**src/rtl/fbv_pkg.sv**
```systemverilog
package fbv_pkg;

    typedef enum logic [1:0] {
        FMT_NONE   = 2'd0,
        FMT_RGB565 = 2'd1,
        FMT_XRGB_L = 2'd2,
        FMT_XRGB_B = 2'd3
    } fbv_fmt_e;

    localparam int unsigned BPP_SHORT = 16;
    localparam int unsigned BPP_WIDE  = 32;

endpackage

```
**src/rtl/fbv_fmt_decode.sv**
```systemverilog
module fbv_fmt_decode
    import fbv_pkg::*;
#(
    parameter int unsigned REG_W  = 16,
    parameter int unsigned EN_BIT = 0
) (
    input  logic [REG_W-1:0] en_word_i,
    input  logic [REG_W-1:0] bpp_i,
    input  logic             be_order_i,
    output fbv_fmt_e         fmt_o,
    output logic [2:0]       bytes_o,
    output logic             usable_o
);

    logic enabled;

    always_comb begin
        enabled = en_word_i[EN_BIT];
        fmt_o   = FMT_NONE;
        bytes_o = 3'd0;
        if (bpp_i == REG_W'(BPP_SHORT)) begin
            fmt_o   = FMT_RGB565;
            bytes_o = 3'd2;
        end else if (bpp_i == REG_W'(BPP_WIDE)) begin
            fmt_o   = be_order_i ? FMT_XRGB_B : FMT_XRGB_L;
            bytes_o = 3'd4;
        end
        usable_o = enabled && (bytes_o != 3'd0);
    end

endmodule

```
**src/rtl/fbv_geom_math.sv**
```systemverilog
module fbv_geom_math #(
    parameter int unsigned REG_W   = 16,
    parameter int unsigned CALC_W  = 64,
    parameter int unsigned MIN_DIM = 64
) (
    input  logic [2:0]        bytes_i,
    input  logic [REG_W-1:0]  xres_i,
    input  logic [REG_W-1:0]  yres_i,
    input  logic [REG_W-1:0]  vwidth_i,
    input  logic [REG_W-1:0]  xoff_i,
    input  logic [REG_W-1:0]  yoff_i,
    input  logic [CALC_W-1:0] vmem_bytes_i,
    output logic [CALC_W-1:0] stride_o,
    output logic [CALC_W-1:0] size_o,
    output logic [CALC_W-1:0] offset_o,
    output logic              dims_ok_o,
    output logic              fits_o
);

    localparam int unsigned PAD_W = CALC_W - REG_W;

    logic [REG_W-1:0]  eff_w;
    logic [CALC_W-1:0] eff_w_x;
    logic [CALC_W-1:0] height_x;
    logic [CALC_W-1:0] xoff_x;
    logic [CALC_W-1:0] yoff_x;
    logic [CALC_W-1:0] bytes_x;
    logic [CALC_W-1:0] end_x;

    always_comb begin
        eff_w     = (vwidth_i < xres_i) ? xres_i : vwidth_i;
        eff_w_x   = {{PAD_W{1'b0}}, eff_w};
        height_x  = {{PAD_W{1'b0}}, yres_i};
        xoff_x    = {{PAD_W{1'b0}}, xoff_i};
        yoff_x    = {{PAD_W{1'b0}}, yoff_i};
        bytes_x   = CALC_W'(bytes_i);
        stride_o  = eff_w_x * bytes_x;
        size_o    = stride_o * height_x;
        offset_o  = (xoff_x * bytes_x) + (yoff_x * stride_o);
        end_x     = offset_o + size_o;
        dims_ok_o = (xres_i >= REG_W'(MIN_DIM)) && (yres_i >= REG_W'(MIN_DIM));
        fits_o    = (end_x <= vmem_bytes_i);
    end

endmodule

```
**src/rtl/fbv_mode_track.sv**
```systemverilog
module fbv_mode_track #(
    parameter int unsigned MODE_W = 8
) (
    input  logic              clk_i,
    input  logic              rst_ni,
    input  logic              valid_i,
    input  logic [MODE_W-1:0] mode_i,
    output logic              chg_o
);

    typedef struct packed {
        logic [MODE_W-1:0] held;
        logic              chg;
    } track_t;

    track_t trk_d, trk_q;

    always_comb begin
        trk_d     = trk_q;
        trk_d.chg = 1'b0;
        if (valid_i && (mode_i != trk_q.held)) begin
            trk_d.chg  = 1'b1;
            trk_d.held = mode_i;
        end
    end

    always_ff @(posedge clk_i or negedge rst_ni) begin
        if (!rst_ni) begin
            trk_q <= '0;
        end else begin
            trk_q <= trk_d;
        end
    end

    assign chg_o = trk_q.chg;

endmodule

```
**src/rtl/fbmode_validator.sv**
```systemverilog
module fbmode_validator
    import fbv_pkg::*;
#(
    parameter int unsigned REG_W   = 16,
    parameter int unsigned CALC_W  = 64,
    parameter int unsigned MIN_DIM = 64,
    parameter int unsigned EN_BIT  = 0
) (
    input  logic              clk_i,
    input  logic              rst_ni,
    input  logic [REG_W-1:0]  en_word_i,
    input  logic [REG_W-1:0]  bpp_i,
    input  logic [REG_W-1:0]  xres_i,
    input  logic [REG_W-1:0]  yres_i,
    input  logic [REG_W-1:0]  vwidth_i,
    input  logic [REG_W-1:0]  xoff_i,
    input  logic [REG_W-1:0]  yoff_i,
    input  logic              be_order_i,
    input  logic [CALC_W-1:0] vmem_bytes_i,
    output logic [1:0]        fmt_o,
    output logic [2:0]        bytes_pp_o,
    output logic [REG_W-1:0]  width_o,
    output logic [REG_W-1:0]  height_o,
    output logic [CALC_W-1:0] stride_o,
    output logic [CALC_W-1:0] offset_o,
    output logic [CALC_W-1:0] size_o,
    output logic              mode_ok_o,
    output logic              mode_chg_o
);

    typedef struct packed {
        fbv_fmt_e          fmt;
        logic [2:0]        bytes;
        logic [REG_W-1:0]  width;
        logic [REG_W-1:0]  height;
        logic [CALC_W-1:0] stride;
        logic [CALC_W-1:0] offset;
        logic [CALC_W-1:0] size;
    } geom_t;

    localparam int unsigned MODE_W = $bits(geom_t);

    typedef struct packed {
        geom_t geom;
        logic  ok;
    } out_t;

    out_t out_d, out_q;

    fbv_fmt_e          dec_fmt;
    logic [2:0]        dec_bytes;
    logic              dec_usable;
    logic [CALC_W-1:0] m_stride;
    logic [CALC_W-1:0] m_size;
    logic [CALC_W-1:0] m_offset;
    logic              m_dims_ok;
    logic              m_fits;
    logic              trk_chg;

    fbv_fmt_decode #(
        .REG_W  (REG_W),
        .EN_BIT (EN_BIT)
    ) u_dec (
        .en_word_i  (en_word_i),
        .bpp_i      (bpp_i),
        .be_order_i (be_order_i),
        .fmt_o      (dec_fmt),
        .bytes_o    (dec_bytes),
        .usable_o   (dec_usable)
    );

    fbv_geom_math #(
        .REG_W   (REG_W),
        .CALC_W  (CALC_W),
        .MIN_DIM (MIN_DIM)
    ) u_math (
        .bytes_i      (dec_bytes),
        .xres_i       (xres_i),
        .yres_i       (yres_i),
        .vwidth_i     (vwidth_i),
        .xoff_i       (xoff_i),
        .yoff_i       (yoff_i),
        .vmem_bytes_i (vmem_bytes_i),
        .stride_o     (m_stride),
        .size_o       (m_size),
        .offset_o     (m_offset),
        .dims_ok_o    (m_dims_ok),
        .fits_o       (m_fits)
    );

    always_comb begin
        out_d = '0;
        if (dec_usable && m_dims_ok && m_fits) begin
            out_d.ok          = 1'b1;
            out_d.geom.fmt    = dec_fmt;
            out_d.geom.bytes  = dec_bytes;
            out_d.geom.width  = xres_i;
            out_d.geom.height = yres_i;
            out_d.geom.stride = m_stride;
            out_d.geom.offset = m_offset;
            out_d.geom.size   = m_size;
        end
    end

    always_ff @(posedge clk_i or negedge rst_ni) begin
        if (!rst_ni) begin
            out_q <= '0;
        end else begin
            out_q <= out_d;
        end
    end

    fbv_mode_track #(
        .MODE_W (MODE_W)
    ) u_track (
        .clk_i   (clk_i),
        .rst_ni  (rst_ni),
        .valid_i (out_d.ok),
        .mode_i  (out_d.geom),
        .chg_o   (trk_chg)
    );

    assign fmt_o      = out_q.geom.fmt;
    assign bytes_pp_o = out_q.geom.bytes;
    assign width_o    = out_q.geom.width;
    assign height_o   = out_q.geom.height;
    assign stride_o   = out_q.geom.stride;
    assign offset_o   = out_q.geom.offset;
    assign size_o     = out_q.geom.size;
    assign mode_ok_o  = out_q.ok;
    assign mode_chg_o = trk_chg;

endmodule

```
**config.mk**
```make
export PLATFORM = sky130hd
export DESIGN_NAME = fbmode_validator
export DESIGN_NICKNAME = d
export VERILOG_FILES = /design/src/rtl/fbv_pkg.sv /design/src/rtl/fbv_fmt_decode.sv /design/src/rtl/fbv_geom_math.sv /design/src/rtl/fbv_mode_track.sv /design/src/rtl/fbmode_validator.sv
export SDC_FILE = /design/constraint.sdc
export NUM_CORES = 2
export LEC_CHECK = 0
export ABC_CLOCK_PERIOD_IN_PS = 3700
export CAP_MARGIN = 20
export CORE_MARGIN = 5
export CORE_UTILIZATION = 50
export CTS_CLUSTER_DIAMETER = 100
export DETAILED_ROUTE_END_ITERATION = 10
export DONT_BUFFER_PORTS = 1
export HOLD_SLACK_MARGIN = 0.05
export PLACE_DENSITY_LB_ADDON = 0.15
export RECOVER_POWER = 50
export SYNTH_ARGS = -nofsm -noshare
export SYNTH_HDL_FRONTEND = slang
export SYNTH_SLANG_ARGS = --single-unit
```
**constraint.sdc**
```tcl
create_clock -name clk_i -period 3.7 [get_ports clk_i]
set_clock_uncertainty 0.2 [all_clocks]
set_input_delay 0.74 -clock clk_i [delete_from_list [all_inputs] [get_ports clk_i]]
set_output_delay 0.74 -clock clk_i [all_outputs]
set_load 0.05 [all_outputs]
```
; ---- Yosys cells after proc, flatten, opt, wreduce, memory -nomap -nowiden
; Index checks and enable logic that the tools add are counted.
[word_totals]
ff_bits = 460
word_cells = 37
[classes]
n_mul = 4
eq_ne = 3
n_reduce_logical = 6
order_cmp = 4
n_addsub = 2
n_mux = 8
[ops]
columns = cell, count
row1 = two-way mux 230 bit, 1
row2 = != test 229 bit, 1
row3 = adder 64 x 35 -> 64 bit, 1
row4 = less-or-equal comparator 64 bit, 1
row5 = multiplier 16 x 3 -> 19 bit, 2
row6 = adder 19 x 35 -> 36 bit, 1
row7 = multiplier 16 x 19 -> 35 bit, 1
row8 = multiplier 19 x 16 -> 35 bit, 1
row9 = >= comparator 16 x 7 -> 1 bit (second input constant), 2
row10 = == test 16 x 5 -> 1 bit (second input constant), 1
row11 = == test 16 x 6 -> 1 bit (second input constant), 1
row12 = less-than comparator 16 bit, 1
row13 = two-way mux 16 bit, 1
row14 = two-way mux 3 bit, 2
row15 = logical AND 1 bit, 5
row16 = two-way mux 2 bit, 2
row17 = nonzero test 3 bit, 1
row18 = two-way mux 1 bit, 2

; ---- Logic depth before layout (Yosys ltp)
[logic_depth]
ltp_word = 13
mapped_depth = 75
depth_no_buf = 68

; ---- Cells and area by module
; A second synthesis with hierarchy kept.
[hier_totals]
hier_cells = 4717
hier_area_um2 = 48227.5
[by_module_without_submodules]
columns = mod, seq_area_each_um2, area_each_um2, n_inst, cells_each
row1 = fbv_geom_math, 0.0, 27918.0, 1, 3375
row2 = fbv_mode_track, 5755.5, 12036.5, 1, 791
row3 = fbmode_validator, 5755.5, 8149.1, 1, 535
row4 = fbv_fmt_decode, 0.0, 123.9, 1, 16

; ---- Least setup slack after synthesis
; No wires, ideal clock.
[synth_timing]
path_type = input port to flip-flop
from = in xres_i[2]
to = reg u_track.trk_q[10] (netlist name)
stages = 68
t_arrival_ns = 16.422
setup_slack_ns = -13.049
path_buffers = 8
required_time_ns = 3.372
path_cell_list = inv_1 > ha_1 > or3_1 > o21ai_0 > nor3_1 > o31a_1 > o2111ai_1 > a31o_2 > clkbuf_1 > clkbuf_1 > mux2i_1 > nor2_1 > ha_1 > ha_1 > a211oi_1 > o21bai_1 > a2111o_1 > a31o_2 > [32 not listed] > a311oi_1 > ha_1 > nand2_1 > nor2_1 > a2111o_1 > o31a_1 > buf_4 > buf_4 > nor3_1 > o22ai_1 > a2111oi_0 > nand3_1 > nor4_1 > nand4_1 > o31ai_2 > buf_6 > buf_12 > mux2_1
[synth_via]
elab_chain_len = 11
[synth_rtl]
columns = item, line
row1 = "start, declared", fbmode_validator.sv:13  ; input logic [REG_W-1:0] xres_i,
row2 = less-than comparator 16 bit, fbv_geom_math.sv:31  ; eff_w = (vwidth_i < xres_i) ? xres_i : vwidth_i;
row3 = two-way mux 16 bit, fbv_geom_math.sv:31
row4 = multiplier 16 x 3 -> 19 bit, fbv_geom_math.sv:37  ; stride_o = eff_w_x * bytes_x;
row5 = multiplier 16 x 19 -> 35 bit, fbv_geom_math.sv:39  ; offset_o = (xoff_x * bytes_x) + (yoff_x * stride_o);
row6 = adder 19 x 35 -> 36 bit, fbv_geom_math.sv:39
row7 = adder 64 x 35 -> 64 bit, fbv_geom_math.sv:40  ; end_x = offset_o + size_o;
row8 = less-or-equal comparator 64 bit, fbv_geom_math.sv:42  ; fits_o = (end_x <= vmem_bytes_i);
row9 = logical AND 1 bit, fbmode_validator.sv:93  ; if (dec_usable && m_dims_ok && m_fits) begin
row10 = two-way mux 230 bit *, fbmode_validator.sv:93
row11 = != test 229 bit, fbv_mode_track.sv:21  ; if (valid_i && (mode_i != trk_q.held)) begin
row12 = logical AND 1 bit, fbv_mode_track.sv:21
row13 = "end signal, assigned", fbv_mode_track.sv:31  ; trk_q <= trk_d;
row14 = "end, declared", fbv_mode_track.sv:16  ; track_t trk_d, trk_q;
; Mark *: on every way between the ends. The rest lies on a longest branch, timed or not.
; A chain may end at the register's enable or synchronous reset.

; ---- Final worst setup path
[layout_timing]
from = in xres_i[2]
to = reg u_track.trk_q[214] (netlist name)
; The elaborated chain is that of the path after synthesis.

==> impl_metrics.tcl <==
set metrics [dict create \
    numCtsBuffers 31 \
    period_minus_slack_ns 15.66 \
    routed_wl_um 121000 \
    drtAntennaViolNets 0 \
    dieHeight_um 281 \
    fmax_mhz 63.8 \
    syn_to_final_growth_pct 25.2 \
    yosysWarnings 0 \
    antenna_found_initial 5 \
    critPathLaunch "xres_i[2]" \
    grt_setup_unrepaired "yes" \
    hpwl_um 95700 \
    final_common_cell "inv_1" \
    worstReg2RegEnd "u_track.trk_q[214]$_DFFE_PN0P_" \
    synth_top_area_share_pct 26.0 \
    hold_viol_final 246 \
    path_clk_slew_ns 0.06 \
    via_count 31200 \
    slew_headroom_pct 42.1 \
    rr_worst_depth 18 \
    cts_tree "yes" \
    r2r_slack_ns -0.61 \
    ys_seq_area_share_pct 16.7 \
    die_area_mm2 0.0792 \
    ys_top_cells_by_area "fa_1 26%, dfrtp_1 17%, ha_1 12%" \
    synth_flop_cell "dfrtp_1" \
    cts.path.max_buffers 3 \
    layoutNonFillerInstCount 5660 \
    gp_congestion 0.948 \
    leakagePower_nw 24.3 \
    drc 0 \
    port_buffers 0 \
    cts_sinks 246 \
    fin_crit_sh_pct 423 \
    cts_root_buf "clkbuf_16" \
    worst_path_largest_cell_delay_ns 0.55 \
    ios 410 \
    synth_seq_cells 246 \
    dp_cells 5509 \
    crit_top_cell "fa_1" \
    drv_cap 0 \
    hp-class "input port to asynchronous set/reset pin" \
    cts_hold_buf 26 \
    p_per_area_mw_per_mm2 145 \
    grt_pass1_wl_um 186000 \
    via_per_inst 5.51 \
    crit_end "u_track.trk_q[214]$_DFFE_PN0P_" \
    synth_cell_types 79 \
    grt.total_usage_pct 30.3 \
    async_flop_share_pct 100 \
    grt_pass1_vias 31800 \
    cpMaxStageDelayCell "fa_1" \
    hold_ws_ns -0.392 \
    num_rows 99 \
    violations "hold timing, setup timing" \
    syn-cell-area_mm2 0.0369 \
    cp-end-kind "register" \
    layout-drive-gt1-share_pct 23.4 \
    synth_enable_flop_cells 0 \
    rr_startpoint "u_track.trk_q[200]$_DFFE_PN0P_" \
    first_pass_iters 7 \
    syn_inst 4093 \
    cp-start-kind "input port" \
    synth_area_leader_cell "fa_1" \
    run_status "finished, violations left" \
    finalSetupViolations 246 \
    vdd_ir_drop_max_mv 0.396 \
    h-tree-depth 1 \
    worst_pin_slew_ns 0.868 \
    critPathKind "input port to register" \
    nNetsFinal 5684 \
    layout_common_cells "647 x inv_1, 617 x buf_4, 477 x fa_1" \
    critPathArrivalTime_ns 15.98 \
    setup_slack_ns -11.96 \
    wire_per_inst_um 21.5 \
    total_power_mw 6.69 \
    drt_iter0_markers 2401 \
    grt_overflow 0 \
    die_x_um 281 \
    start_util_pct 50.4 \
    avgSynthCellArea_um2 9.00 \
    grt_start_max_net_pins 247 \
    insertion_delay_ns 0.63 \
    slew_violations 0 \
    core_area_mm2 0.0731 \
    path_max_fanout 8 \
    required_ns 4.01 \
]
-- layer usage --
metal  global-route usage (%)  routed length [um]
met5                        0                  29
met4                     12.6                6180
met3                     3.91                7650
met2                     50.1               58000
met1                     40.6               49500
-- worst max-delay path, delay by kind of cell --
| family | cells | cell delay (ns) |
|---|---|---|
| compound gates | 25 | 5.22 |
| xor+xnor | 3 | 0.58 |
| fa+ha+maj | 12 | 4.54 |
| buf+inv | 16 | 1.89 |
| mux | 2 | 0.55 |
| simple gates | 13 | 2.38 |
-- flip-flops by register name, summed over array words and instances (netlist names) --
signal and count:
stride_o 18, u_track.trk_q 122, height_o 16, u_track.chg_o 1
width_o 16, offset_o 35, mode_ok_o 1, bytes_pp_o 1
size_o 34, fmt_o 2
-- metrics by stage --
stage	setup TNS [ns]	worst slack (ns)	cell area [um2]	util [%]
after floorplan	-2624.28	-11.41	38100	-
after global placement	-2920.45	-13.13	42500	58.2
after detailed placement	-2962.45	-13.35	42500	58.2
after CTS	-2610.69	-11.85	45700	62.5
after global routing	-2765.06	-12.52	46100	63.1
final	-2633.66	-11.96	46100	63.1
-- final cells by class --
type,instances,area [um2]
clock buffer,34,817
fill,6141,26900
clock inverter,23,333
sequential,246,6160
timing repair buffer,718,6110
tap,959,1200
multi-input combinational,3019,29000
inverter,660,2520
antenna,1,2.50
-- where the power goes --
part           total [mW]  internal [mW]  leakage, nW  switching (mW)
combinational       0.549          0.169         20.3           0.380
sequential           2.69           2.69         3.41        0.000556
clock                3.45           2.09        0.560            1.36
-- kinds of logic after synthesis --
family	after synthesis	synth area share, %
AND/OR/NAND/NOR	1288	17.6
AO/OA/AOI/OAI	500	8.71
buffers and inverters	933	11.1
multiplexers	141	4.22
other	1	0.0102
adder cells (fa/ha/maj)	829	37.9
flip-flops	246	16.7
XOR/XNOR	155	3.72
-- worst min-delay path by stage --
stage	endpoint	slack, ns
floorplan	bytes_pp_o[1]$_DFF_PN0_	0.24
global placement	width_o[15]$_DFF_PN0_	0.25
detailed placement	width_o[15]$_DFF_PN0_	0.25
CTS	width_o[13]$_DFF_PN0_	-0.43
global route	width_o[6]$_DFF_PN0_	-0.42
finish	width_o[6]$_DFF_PN0_	-0.39
-- synthesized netlist by cell type, types with 102 or more instances --
| cell | instances |
|---|---|
| mux2_1 | 102 |
| o21ai_0 | 116 |
| buf_4 | 111 |
| and2_1 | 349 |
| nand2_1 | 443 |
| clkbuf_1 | 143 |
| fa_1 | 479 |
| ha_1 | 350 |
| inv_1 | 659 |
| dfrtp_1 | 246 |
| nor2_1 | 188 |
| a21oi_1 | 138 |
-- repair_timing --
item | 4_1_cts | 5_1_grt
pin swaps | 71 | 31
resized for setup | 236 | 104
buffers inserted | 50 | 18
setup endpoints to repair | 246 | 246
cloned | 8 | 2
endpoints found under the hold margin | 274 | 246
No activity file was read; power rests on OpenSTA's default activity.
